$ cat src/rtl/acc_alu_pkg.sv
package acc_alu_pkg;

    localparam int ALU_DATA_W = 24;
    localparam int ALU_IMM_W  = 16;
    localparam int ALU_OP_W   = 4;

    typedef enum logic [ALU_OP_W-1:0] {
        OPC_ADD = 4'h0,
        OPC_AND = 4'h1,
        OPC_OR  = 4'h2,
        OPC_XOR = 4'h3,
        OPC_EQL = 4'h4,
        OPC_NOT = 4'h5,
        OPC_RAR = 4'h6,
        OPC_ADC = 4'h7
    } alu_op_e;

endpackage

$ cat src/rtl/acc_alu_adder.sv
module acc_alu_adder #(
    parameter int DATA_W = acc_alu_pkg::ALU_DATA_W,
    parameter int IMM_W  = acc_alu_pkg::ALU_IMM_W
) (
    input  logic [DATA_W-1:0] a_i,
    input  logic [DATA_W-1:0] word_i,
    input  logic [IMM_W-1:0]  imm_i,
    input  logic              use_imm_i,
    output logic [DATA_W-1:0] sum_o
);
    localparam int EXT_W = DATA_W - IMM_W;

    logic [DATA_W-1:0] imm_wide;
    logic [DATA_W-1:0] addend;

    // Replicate the immediate's sign bit into the upper bits.
    assign imm_wide = {{EXT_W{imm_i[IMM_W-1]}}, imm_i};
    assign addend   = use_imm_i ? imm_wide : word_i;
    // The carry out of the top bit is dropped by the width of sum_o.
    assign sum_o    = a_i + addend;

endmodule

$ cat src/rtl/acc_alu_logic.sv
module acc_alu_logic #(
    parameter int DATA_W = acc_alu_pkg::ALU_DATA_W
) (
    input  logic [DATA_W-1:0] a_i,
    input  logic [DATA_W-1:0] b_i,
    output logic [DATA_W-1:0] and_o,
    output logic [DATA_W-1:0] or_o,
    output logic [DATA_W-1:0] xor_o,
    output logic [DATA_W-1:0] inv_o,
    output logic [DATA_W-1:0] same_o
);
    assign and_o  = a_i & b_i;
    assign or_o   = a_i | b_i;
    assign xor_o  = a_i ^ b_i;
    assign inv_o  = ~a_i;
    // Equality is spread over the whole word: all ones or all zeros.
    assign same_o = {DATA_W{~|xor_o}};

endmodule

$ cat src/rtl/acc_alu_rot.sv
module acc_alu_rot #(
    parameter int DATA_W = acc_alu_pkg::ALU_DATA_W,
    parameter int STEP   = 1
) (
    input  logic [DATA_W-1:0] a_i,
    output logic [DATA_W-1:0] rot_o
);
    // Each output bit takes the input bit STEP positions to its left,
    // wrapping around the top of the word.
    for (genvar i = 0; i < DATA_W; i++) begin : g_bit
        assign rot_o[i] = a_i[(i + STEP) % DATA_W];
    end

endmodule

$ cat src/rtl/acc_alu.sv
module acc_alu
    import acc_alu_pkg::*;
#(
    parameter int DATA_W = ALU_DATA_W,
    parameter int IMM_W  = ALU_IMM_W
) (
    input  logic [DATA_W-1:0]   acc_i,
    input  logic [DATA_W-1:0]   mem_i,
    input  logic [IMM_W-1:0]    imm_i,
    input  logic [ALU_OP_W-1:0] op_i,
    output logic [DATA_W-1:0]   result_o,
    output logic                neg_o
);
    alu_op_e           op;
    logic [DATA_W-1:0] sum_w;
    logic [DATA_W-1:0] and_w;
    logic [DATA_W-1:0] or_w;
    logic [DATA_W-1:0] xor_w;
    logic [DATA_W-1:0] inv_w;
    logic [DATA_W-1:0] same_w;
    logic [DATA_W-1:0] rot_w;

    assign op = alu_op_e'(op_i);

    acc_alu_adder #(.DATA_W(DATA_W), .IMM_W(IMM_W)) u_add (
        .a_i       (acc_i),
        .word_i    (mem_i),
        .imm_i     (imm_i),
        .use_imm_i (op == OPC_ADC),
        .sum_o     (sum_w)
    );

    acc_alu_logic #(.DATA_W(DATA_W)) u_logic (
        .a_i    (acc_i),
        .b_i    (mem_i),
        .and_o  (and_w),
        .or_o   (or_w),
        .xor_o  (xor_w),
        .inv_o  (inv_w),
        .same_o (same_w)
    );

    acc_alu_rot #(.DATA_W(DATA_W), .STEP(1)) u_rot (
        .a_i   (acc_i),
        .rot_o (rot_w)
    );

    always_comb begin
        unique case (op)
            OPC_ADD: result_o = sum_w;
            OPC_ADC: result_o = sum_w;
            OPC_AND: result_o = and_w;
            OPC_OR:  result_o = or_w;
            OPC_XOR: result_o = xor_w;
            OPC_EQL: result_o = same_w;
            OPC_NOT: result_o = inv_w;
            OPC_RAR: result_o = rot_w;
            default: result_o = acc_i;
        endcase
    end

    assign neg_o = acc_i[DATA_W-1];

    logic [DATA_W-1:0] imm_chk;
    assign imm_chk = DATA_W'($signed(imm_i));

    always_comb begin
        if (op_i == OPC_ADD)
            AST_ADD_INVERSE: assert (result_o - mem_i == acc_i);
        if (op_i == OPC_AND)
            AST_AND_SUBSET: assert ((result_o & ~(acc_i & mem_i)) == '0);
        if (op_i == OPC_OR)
            AST_OR_COVER: assert ((acc_i & ~result_o) == '0);
        if (op_i == OPC_NOT)
            AST_NOT_DISJOINT: assert ((result_o & acc_i) == '0 && $countones(result_o) + $countones(acc_i) == DATA_W);
        if (op_i == OPC_EQL)
            AST_EQL_FULLWORD: assert ($countones(result_o) == 0 || $countones(result_o) == DATA_W);
        if (op_i == OPC_RAR)
            AST_RAR_KEEPS_ONES: assert ($countones(result_o) == $countones(acc_i) && result_o[DATA_W-1] == acc_i[0]);
        if (op_i == OPC_ADC)
            AST_ADC_INVERSE: assert (result_o - imm_chk == acc_i);
        AST_NEG_SIGN: assert (neg_o == ($signed(acc_i) < 0));
        if (op_i[ALU_OP_W-1])
            AST_PASS_THROUGH: assert (result_o == acc_i);
    end

endmodule

$ cat config.mk
export PLATFORM = sky130hd
export DESIGN_NAME = acc_alu
export DESIGN_NICKNAME = d
export VERILOG_FILES = /design/src/rtl/acc_alu_pkg.sv /design/src/rtl/acc_alu_adder.sv /design/src/rtl/acc_alu_logic.sv /design/src/rtl/acc_alu_rot.sv /design/src/rtl/acc_alu.sv
export SDC_FILE = /design/constraint.sdc
export NUM_CORES = 1
export LEC_CHECK = 0
export BUFFER_PORTS_ARGS = -buffer_cell sky130_fd_sc_hd__buf_2
export CORE_ASPECT_RATIO = 1.1
export CORE_MARGIN = 5
export CORE_UTILIZATION = 30
export DETAILED_ROUTE_END_ITERATION = 6
export SYNTH_ARGS = -nofsm -noshare
export SYNTH_HDL_FRONTEND = slang
export SYNTH_SLANG_ARGS = --single-unit
$ cat constraint.sdc
create_clock -name vclk -period 5.1
set_input_delay 0.765 -clock vclk [all_inputs]
set_output_delay 0.765 -clock vclk [all_outputs]
set_load 0.05 [all_outputs]
* After elaboration in Yosys (flattened, before gate mapping) *
Index checks and enable logic that the tools add are counted.

storage, ports and cells
  register bits after elaboration = 0
  input bits = 68
  output and inout bits = 25
  logic and storage cells = 18

cells by class
  $add $sub $neg = 1
  eq/ne operators = 7
  multiplexer cells = 2
  bitwise logic cells = 4
  reductions and logical operators = 4

operators with widths
  kind                  count
  $pmux W24 S7          1
  $add A24 B24 Y24      1
  $and A24 B24 Y24      1
  $mux W24              1
  $not A24 Y24          1
  $or A24 B24 Y24       1
  $reduce_or A24 Y1     1
  $xor A24 B24 Y24      1
  $eq A4 B3 Y1 const B  4
  $eq A4 B2 Y1 const B  2
  $eq A4 B1 Y1 const B  1
  $logic_not A4 Y1      1
  $reduce_or A2 Y1      1
  $logic_not A1 Y1      1

* Depth between registers and ports, before layout *
  depth in word-level cells = 4
  mapped depth = 16
  gate-level depth less buffers = 12

* By module *
From an unflattened synthesis, not the netlist that was laid out.

second synthesis, totals
  cells, all modules = 625
  area, all modules = 4639.4 um^2

by module, submodules not included
  module         instances  cells each  area each (um^2)  sequential area each (um^2)
  acc_alu        1          247         1903.1            0.0
  acc_alu_adder  1          202         1455.1            0.0
  acc_alu_logic  1          152         1101.1            0.0
  acc_alu_rot    1          24          180.2             0.0

* Worst setup path after synthesis *
OpenSTA, ideal clock, no wires.

  kind = input port to output port
  from = input port op_i[1]
  to = output port result_o[21]
  data arrival time = 4.478 ns
  data required time = 4.335 ns
  setup slack = -0.143 ns
  cell stages on the path = 15
  buffers on the path = 4
  cells stage by stage = buf_2 > buf_2 > nand4b_1 > inv_1 > clkbuf_1 > buf_2 > nand2_1 > o21ai_0 > ha_1 > a21o_1 > nand4_2 > a2111o_1 > a21oi_1 > nor3_1 > o32ai_1

on the way
  longest elaborated chain between the ends = 4
  elaborated cells on any way between the ends = 12
  classes of those cells = add/sub (1); eq/ne (7); mux (2); reduce/logical (2)

RTL lines
  what                line                          RTL
  start: declaration  acc_alu.sv:10                 input logic [ALU_OP_W-1:0] op_i,
  $eq A4 B3 Y1        acc_alu.sv:29, acc_alu.sv:49
  $mux W24            acc_alu_adder.sv:18           assign addend = use_imm_i ? imm_wide : word_i;
  $add A24 B24 Y24    acc_alu_adder.sv:20           assign sum_o = a_i + addend;
  $pmux W24 S7 *      acc_alu.sv:49                 unique case (op)
  end: declaration    acc_alu.sv:11                 output logic [DATA_W-1:0] result_o,

Mark *: on every way between the ends. The rest lies on a longest branch, timed or not.

* Final worst setup path *
  from = input port op_i[0]
  to = output port result_o[23]

Same word-level chain as after synthesis.

==> metrics.yaml <==
critical_path:
  cp_num_buf_inv: 4
  slowest_delay_ns: 0.47
  cp_cell_sequence: "clkbuf_4, nand4b_1, inv_1, buf_4, o21ai_0, ha_1, and3_4, a211oi_4, a2111oi_4, o2111ai_1, a2111oi_1, nor3_2, buf_2"
  criticalPathCategory: "in -> out"
  critPathRequiredTime_ns: 4.34
  startpoint_type: "primary input"
  cp.arrival_ns: 4.05
  critical_path.top_delay_family: "compound AO/OA/AOI/OAI gates"
  crit_slowest_cell: "a2111oi_4"
  path_max_fanout: 28
  endpoint_kind: "output port"
die:
  die_area_um2: 14750
  die_h_um: 126.9
  start_util: 0.3082
  num_io_pins: 93
  die_w_um: 116.2
  core_um2: 12090
  num_rows: 42
run_status:
  outcome: "finished clean"
final_layout:
  clkbuf_count: 0
  num_antenna_cells: 0
  seq_cell_count: 0
  finalNetCount: 754
  fin_area_um2: 4370
  regArea_um2: 0
  syn_to_final_growth_pct: 17.33
  drive_gt1_frac: 0.2266
global_route:
  grt_pass1_wl_mm: 22.75
  grt_pass1_vias: 4337
  grt_max_degree: 33
  grt_usage: 0.1889
  grt_overflow: 0
  use_met1: 0.2503
  antenna_found_initial: 0
  grt.met2_usage: 0.3222
  grt_busiest_layer: "met2"
  use_met3: 0.01763
placed_design:
  place_ws_ns: 0.1874
  hpwl_mm: 11.81
  gp_congestion: 0.9941
  portBuffers: 93
  place_area_um2: 4360
power:
  power.leakage_nw: 2.068
  power_density_nw_per_um2: 119.1
  ir_drop_mv: 0.05824
timing:
  period_needed_ns: 4.813
  setup_ws_ns: 0.2875
  rsz0062_at_grt: "no"
  slew_headroom: 0.4211
  hold_slack_ns: 1.914
  hold_violations: 0
  setup_viol: 0
  fin_crit_sh: 0.9436
  drv_slew: 0
  finalSetupTns_ns: 0
  tightest_slew_ns: 0.8671
  clock.fmax_mhz: 207.8
yosys:
  ys_warn_count: 0
  synth_xor_area_frac: 0.02351
  synthAdderAreaFrac: 0.2539
  synth_top_family_by_area: "compound AO/OA/AOI/OAI gates"
  syn_area_per_cell_um2: 7.002
  syn_inst: 532
  synthesis.area_um2: 3725
  synthMuxAreaShare: 0.02116
  synth_compound_area_frac: 0.3802
  synth_simple_gate_area_frac: 0.2220
  syn_nets: 675
  synth.distinct_cells: 80
  seq_area_frac_synth: 0
job:
  drv_cap: 0
detailed_routing:
  drt_wl_total_mm: 14.64
  post-route-drc-count: 0
  drt_iter0_drc: 495
  via_per_inst: 5.941
  ant_nets: 0
  dr.pass1.iters: 5
  wire_per_inst_um: 19.18
  vias: 4533
hold_path:
  min_path_type: "in -> out"
==> per-stage QoR <==
step                        util  power (mW)  std cells
final                     0.3616      0.5207        763
after global routing      0.3616      0.5662        763
after CTS                 0.3608      0.5165        762
after detailed placement  0.3608      0.5140        762
after global placement    0.3608      0.5098        762
after floorplan                -      0.3633        532
==> cell usage in the layout (no fill, tap or decap), types with 3 or more instances in the layout <==
| cell | instances |
|---|---|
| xnor2_1 | 8 |
| a22oi_1 | 12 |
| or3_1 | 3 |
| a211o_1 | 3 |
| o22a_1 | 4 |
| nand3b_1 | 5 |
| o21ai_1 | 3 |
| a21oi_2 | 4 |
| o211ai_1 | 3 |
| nand4_1 | 7 |
| nand2_1 | 45 |
| o22ai_1 | 11 |
| a31oi_1 | 5 |
| nor3_1 | 6 |
| a21o_1 | 7 |
| buf_4 | 13 |
| a21oi_1 | 47 |
| nand3_1 | 18 |
| ha_1 | 74 |
| and3_1 | 4 |
| a211oi_1 | 3 |
| nand2b_1 | 7 |
| o21a_1 | 4 |
| mux2i_1 | 3 |
| a2111oi_0 | 3 |
| buf_2 | 92 |
| nor4_1 | 7 |
| a221oi_1 | 6 |
| a222oi_1 | 5 |
| mux2_2 | 3 |
| o2111ai_1 | 6 |
| nor2_1 | 23 |
| o21ai_0 | 48 |
| inv_1 | 57 |
==> cell type report <==
class	instances	area [um2]
Fill cell	1345	7716
Tap cell	154	192.7
Timing Repair Buffer	106	565.5
Multi-Input combinational cell	446	3398
Inverter	57	214.0
==> cells in the mapped netlist, types with 8 or more instances <==
cell / n / area [um2]
ha_1: 74 / 925.9
inv_1: 57 / 214.0
o21ai_0: 48 / 240.2
a21oi_1: 47 / 235.2
nand2_1: 45 / 168.9
nor2_1: 23 / 86.33
nand3_1: 18 / 90.09
buf_2: 13 / 65.06
a22oi_1: 12 / 90.09
o22ai_1: 11 / 68.82
clkbuf_1: 9 / 33.78
xnor2_1: 8 / 70.07
==> cell families after synthesis <==
kind of cell / after synthesis
adder cells (fa/ha/maj): 75
AO/OA/AOI/OAI: 204
multiplexers: 7
AND/OR/NAND/NOR: 150
XOR/XNOR: 10
buffers and inverters: 86
==> report_power, final <==
group,internal (mW),leakage [nW],switching (mW)
registers,0,0,0
logic,0.180,2.07,0.341
clock network,0,0,0
total,0.180,2.07,0.341
==> repair_timing <==
item	4_1_cts	5_1_grt
setup endpoints to repair	0	1
setup buffers	0	1
hold buffers	0	0
gates resized for setup	0	1
==> final timing paths <==
path | from | to | slack (ns) | cells past startpoint
worst max-delay path | op_i[0] | result_o[23] | 0.29 | 13
worst min-delay path | acc_i[23] | neg_o | 1.91 | 2
==> layer usage <==
metal	part of all wire	vias to the layer above
li1	-	2166
met1	0.43	2136
met2	0.46	200
met3	0.070	31
met4	0.033	0
met5	0	-
No activity file was read; power rests on OpenSTA's default activity.
